===== src/rtl/sw_debounce_pkg.sv =====
package sw_debounce_pkg;

  typedef enum logic [1:0] {
    ST_LOW  = 2'd0,
    ST_RISE = 2'd1,
    ST_HIGH = 2'd2,
    ST_FALL = 2'd3
  } deb_state_e;

endpackage


===== src/rtl/deb_rst_sync.sv =====
module deb_rst_sync #(
  parameter int STAGES = 2
) (
  input  logic clk,
  input  logic rst_n,
  output logic rst_sync_n
);

  logic [STAGES-1:0] sync_q;

  always_ff @(posedge clk or negedge rst_n) begin
    if (!rst_n) begin
      sync_q <= '0;
    end else begin
      sync_q <= {sync_q[STAGES-2:0], 1'b1};
    end
  end

  assign rst_sync_n = sync_q[STAGES-1];

endmodule


===== src/rtl/deb_down_counter.sv =====
module deb_down_counter #(
  parameter int CNT_W = 21
) (
  input  logic             clk,
  input  logic             rst_n,
  input  logic             load_i,
  input  logic             dec_i,
  output logic [CNT_W-1:0] cnt_o,
  output logic             dec_zero_o
);

  localparam logic [CNT_W-1:0] CNT_ONES = {CNT_W{1'b1}};
  localparam logic [CNT_W-1:0] CNT_ONE  = CNT_W'(1);

  logic [CNT_W-1:0] cnt_q;
  logic [CNT_W-1:0] cnt_dec;
  logic [CNT_W-1:0] cnt_d;
  logic             cnt_en;

  // The decremented value is formed combinationally so the controller
  // can test for expiry in the same cycle it is produced.
  assign cnt_dec    = cnt_q - CNT_ONE;
  assign dec_zero_o = (cnt_dec == '0);

  always_comb begin
    cnt_en = load_i | dec_i;
    if (load_i) begin
      cnt_d = CNT_ONES;
    end else begin
      cnt_d = cnt_dec;
    end
  end

  always_ff @(posedge clk or negedge rst_n) begin
    if (!rst_n) begin
      cnt_q <= '0;
    end else if (cnt_en) begin
      cnt_q <= cnt_d;
    end
  end

  assign cnt_o = cnt_q;

endmodule


===== src/rtl/deb_ctrl_fsm.sv =====
module deb_ctrl_fsm
  import sw_debounce_pkg::*;
(
  input  logic       clk,
  input  logic       rst_n,
  input  logic       sw_i,
  input  logic       dec_zero_i,
  output logic       load_o,
  output logic       dec_o,
  output logic       level_o,
  output logic       tick_o,
  output deb_state_e state_o
);

  deb_state_e state_q;
  deb_state_e state_d;

  always_comb begin
    state_d = state_q;
    load_o  = 1'b0;
    dec_o   = 1'b0;
    tick_o  = 1'b0;
    unique case (state_q)
      ST_LOW: begin
        if (sw_i) begin
          state_d = ST_RISE;
          load_o  = 1'b1;
        end
      end
      ST_RISE: begin
        if (!sw_i) begin
          state_d = ST_LOW;
        end else begin
          dec_o = 1'b1;
          if (dec_zero_i) begin
            state_d = ST_HIGH;
            tick_o  = 1'b1;
          end
        end
      end
      ST_HIGH: begin
        if (!sw_i) begin
          state_d = ST_FALL;
          load_o  = 1'b1;
        end
      end
      ST_FALL: begin
        if (sw_i) begin
          state_d = ST_HIGH;
        end else begin
          dec_o = 1'b1;
          if (dec_zero_i) begin
            state_d = ST_LOW;
          end
        end
      end
      default: begin
        state_d = ST_LOW;
      end
    endcase
  end

  always_ff @(posedge clk or negedge rst_n) begin
    if (!rst_n) begin
      state_q <= ST_LOW;
    end else begin
      state_q <= state_d;
    end
  end

  assign level_o = (state_q == ST_HIGH) || (state_q == ST_FALL);
  assign state_o = state_q;

endmodule


===== src/rtl/sw_debounce.sv =====
module sw_debounce
  import sw_debounce_pkg::*;
#(
  parameter int CNT_W = 21
) (
  input  logic clk,
  input  logic rst_n,
  input  logic sw_i,
  output logic level_o,
  output logic rise_tick_o
);

  localparam int RST_STAGES = 2;

  logic             rst_int_n;
  logic             cnt_load;
  logic             cnt_dec;
  logic             cnt_zero;
  logic [CNT_W-1:0] cnt_q;
  deb_state_e       state_q;

  deb_rst_sync #(
    .STAGES(RST_STAGES)
  ) u_rst_sync (
    .clk       (clk),
    .rst_n     (rst_n),
    .rst_sync_n(rst_int_n)
  );

  deb_ctrl_fsm u_ctrl (
    .clk       (clk),
    .rst_n     (rst_int_n),
    .sw_i      (sw_i),
    .dec_zero_i(cnt_zero),
    .load_o    (cnt_load),
    .dec_o     (cnt_dec),
    .level_o   (level_o),
    .tick_o    (rise_tick_o),
    .state_o   (state_q)
  );

  deb_down_counter #(
    .CNT_W(CNT_W)
  ) u_cnt (
    .clk       (clk),
    .rst_n     (rst_int_n),
    .load_i    (cnt_load),
    .dec_i     (cnt_dec),
    .cnt_o     (cnt_q),
    .dec_zero_o(cnt_zero)
  );

endmodule


===== config.mk =====
export PLATFORM = sky130hd
export DESIGN_NAME = sw_debounce
export DESIGN_NICKNAME = d
export VERILOG_FILES = /design/src/rtl/sw_debounce_pkg.sv /design/src/rtl/deb_rst_sync.sv /design/src/rtl/deb_down_counter.sv /design/src/rtl/deb_ctrl_fsm.sv /design/src/rtl/sw_debounce.sv
export SDC_FILE = /design/constraint.sdc
export NUM_CORES = 1
export LEC_CHECK = 0
export ABC_AREA = 1
export ABC_CLOCK_PERIOD_IN_PS = 2000
export BUFFER_PORTS_ARGS = -buffer_cell sky130_fd_sc_hd__clkbuf_2
export CAP_MARGIN = 20
export CORE_ASPECT_RATIO = 0.6
export CORE_UTILIZATION = 62
export DETAILED_ROUTE_END_ITERATION = 6
export PLACE_DENSITY_LB_ADDON = 0.15
export REMOVE_ABC_BUFFERS = 1
export SLEW_MARGIN = 20
export SYNTH_ARGS = -nofsm -noshare
export SYNTH_HDL_FRONTEND = slang
export SYNTH_SLANG_ARGS = --single-unit

===== constraint.sdc =====
create_clock -name clk -period 2 [get_ports clk]
set_input_delay 0.1 -clock clk [delete_from_list [all_inputs] [get_ports clk]]
set_output_delay 0.1 -clock clk [all_outputs]
set_load 0.01 [all_outputs]

==> results.yml <==
timing:
  period_share: 1.107
  maxClockFrequency_mhz: 451.9
  fin_ws_ns: -0.2131
  period_needed_ns: 2.213
  slew_viol_final: 0
  tns_ns: -0.2131
  finalHoldViolations: 0
  fin_skew_ns: 0.008557
  rsz0062_at_grt: "yes"
  finalSetupViolCount: 1
floorplan:
  core_um2: 2628
  die-area_um2: 3141
  die_w_um: 71.69
  fp-row-count: 14
  pin_count: 5
  start_util: 0.6876
  die_h_um: 43.82
setup_path:
  critical-path-max-stage-delay_ns: 0.40
  cp_max_fo: 4
  end_kind: "primary output"
  critical_path_class: "flop to primary output"
  worstPathRequired_ns: 1.90
  critPathLaunchType: "flop"
  path_cells: "buf_4 -> nor2_2 -> nand2_2 -> o21ai_1 -> nand2_1 -> nor2_2 -> nand2_1 -> nor2_2 -> nand2_1 -> nor2_2 -> nand2_1 -> nor3_2 -> buf_2"
  crit_path_top_delay_cell: "dfrtp_1"
  r2r_start: "u_cnt.cnt_o[2]"
  cp.arrival_ns: 2.11
  crit_start: "u_cnt.cnt_o[5]"
layout:
  n_antenna_cell: 0
  syn_to_final_growth_pct: 14.61
  nFillCells: 192
  layout_commonest_cell: "nand2_1"
  mostFrequentLayoutCells: "nand2_1, inv_1, nor2_1"
  fin_util: 0.7881
  multi_input_area_um2: 1037
  ff_latch_area_um2: 629.4
  drive_gt1_frac: 0.2226
  finalNetCount: 298
  design_area_um2: 2071
  final_cells: 324
drt:
  first_iter_violations: 203
  totalWireLength_um: 4413
  dr.pass1.iters: 5
  drc: 0
  num_vias: 1778
  wl_per_cell_um: 13.62
  viasPerCell: 5.488
  antenna_left: 0
power:
  peakVddDrop_mv: 0.4007
  leakage_nw: 0.9169
  power_density_nw_per_um2: 468.4
global_routing:
  gr-total-overflow: 0
  antenna_found_initial: 0
  grtUsageTotal: 0.3019
  grt_max_degree: 24
  grt_first_pass_wirelength_um: 6996
  grt_pass1_vias: 1449
clocking:
  clk_pin_slew_ns: 0.09
  worstSkewPairLatency_ns: 0.27
  cts_tree: "done"
  cts_made_buffers: 3
  tritoncts_num_sinks: 25
  clockBufferDepth: 2
  cts_root_buf: "clkbuf_8"
  htree_levels: 1
logic_synthesis:
  ys_seq_area_frac: 0.3463
  synth.avg_cell_area_um2: 6.594
  synth_top_area_frac: 0.3463
  synth_top_cell_by_area: "dfrtp_1"
  yosysUniqueCellTypes: 28
  syn_inst: 274
  ys_warn_count: 0
  yosys_register_bits: 25
  synth_top_cells_by_area: "dfrtp_1, nand2_1, inv_1, nor2_1, nand3_1"
  syn_area_um2: 1807
worst_hold_path:
  worstHoldStart: "sw_i"
  min_path_type: "primary input to flop"
job:
  cap_violations: 0
status:
  failed_checks: "negative setup slack"
  status: "complete, but fails checks"
placement:
  dpl.cell_count: 316
  dpl_worst_slack_ns: 0.02180
  place_congestion: 0.9309
  dp_hpwl_um: 3171
  dpl-instance-area_um2: 1924
  portBuffers: 4
## Yosys cell counts
cell and count:
a22oi_1 1, a32oi_1 1, and2_1 1, buf_1 1, buf_2 2, clkbuf_1 1
conb_1 1, dfrtp_1 25, ha_1 2, inv_1 50, inv_2 1, nand2_1 76
nand2_2 8, nand2_4 1, nand3_1 21, nand3_2 2, nand3b_1 1, nand4_1 4
nor2_1 32, nor2_2 10, nor2_4 4, nor3_1 1, nor3_2 1, nor3_4 1
o21ai_0 8, o22ai_1 15, or2_0 1, xor2_1 2
## logic make-up (layout without fill, tap and decap cells)
group | Yosys count | after routing | share of synthesized area
simple gates | 164 | 164 | 0.4294
buf+inv | 55 | 73 | 0.1156
compound gates | 25 | 25 | 0.08311
flops | 25 | 25 | 0.3463
fa+ha+maj | 2 | 2 | 0.01385
xor+xnor | 2 | 2 | 0.009697
other cells | 1 | 1 | 0.002076
## final cells by class
class,count,area share
Clock buffer,4,0.02175
Inverter,51,0.09245
Multi-Input combinational cell,194,0.5009
Sequential cell,25,0.3039
Tap cell,32,0.01934
Timing Repair Buffer,18,0.06163
## path summary, 6_finish.rpt
check / slack [ns] / depth (start not counted) / to
worst max register to register: 0.17 / 12 / flop
worst max-delay path: -0.21 / 13 / rise_tick_o
worst min register to register: 0.21 / 1 / u_cnt.cnt_o[5]
worst min-delay path: 0.12 / 3 / flop
max in group asynchronous: 1.52 / 1 / u_cnt.cnt_o[9]
min in group asynchronous: 0.15 / 2 / u_rst_sync.sync_q[1]
## sequential cells by signal (all words and copies together) (netlist names), named ones only
signal and cells:
u_ctrl.state_o 1, u_rst_sync.sync_q 2, u_cnt.cnt_o 21
## worst max-delay path: cells and delay by family, from the launching register on
| family | cells | cell delay [ns] |
|---|---|---|
| buffers and inverters | 2 | 0.30 |
| and+or+nand+nor | 10 | 1.03 |
| AOI/OAI and AO/OA | 1 | 0.13 |
| DFF | 1 | 0.40 |
## through the flow
stage / power, mW / hold WS, ns
global placement: 0.6435 / -0.1114
global route: 1.021 / 0.1271
finish: 0.9699 / 0.1247
floorplan: 0.6088 / -0.1956
detailed placement: 0.6452 / -0.1112
CTS: 0.9695 / 0.1149
## what timing repair did
| item | 4_1_cts | 5_1_grt |
|---|---|---|
| setup endpoints to repair | 1 | 3 |
| pin swaps | 5 | 4 |
| buffers inserted | 2 | 1 |
| resized for setup | 17 | 11 |
| hold endpoints to repair | 2 | 0 |
| hold buffers | 1 | 0 |
## power by group
group | internal [mW] | total (mW) | switching (mW)
logic | 0.0510 | 0.131 | 0.0801
registers | 0.523 | 0.545 | 0.0224
clock network | 0.142 | 0.294 | 0.151
total | 0.716 | 0.970 | 0.254
## per-layer routing
metal | vias to the layer above | global-route usage | part of all wire
met5 | - | 0 | 0
met4 | 0 | 0.03529 | 0.0063
met3 | 4 | 0.09302 | 0.13
met2 | 92 | 0.4283 | 0.40
met1 | 793 | 0.4645 | 0.46
li1 | 889 | - | -
No activity file was read; power rests on OpenSTA's default activity.
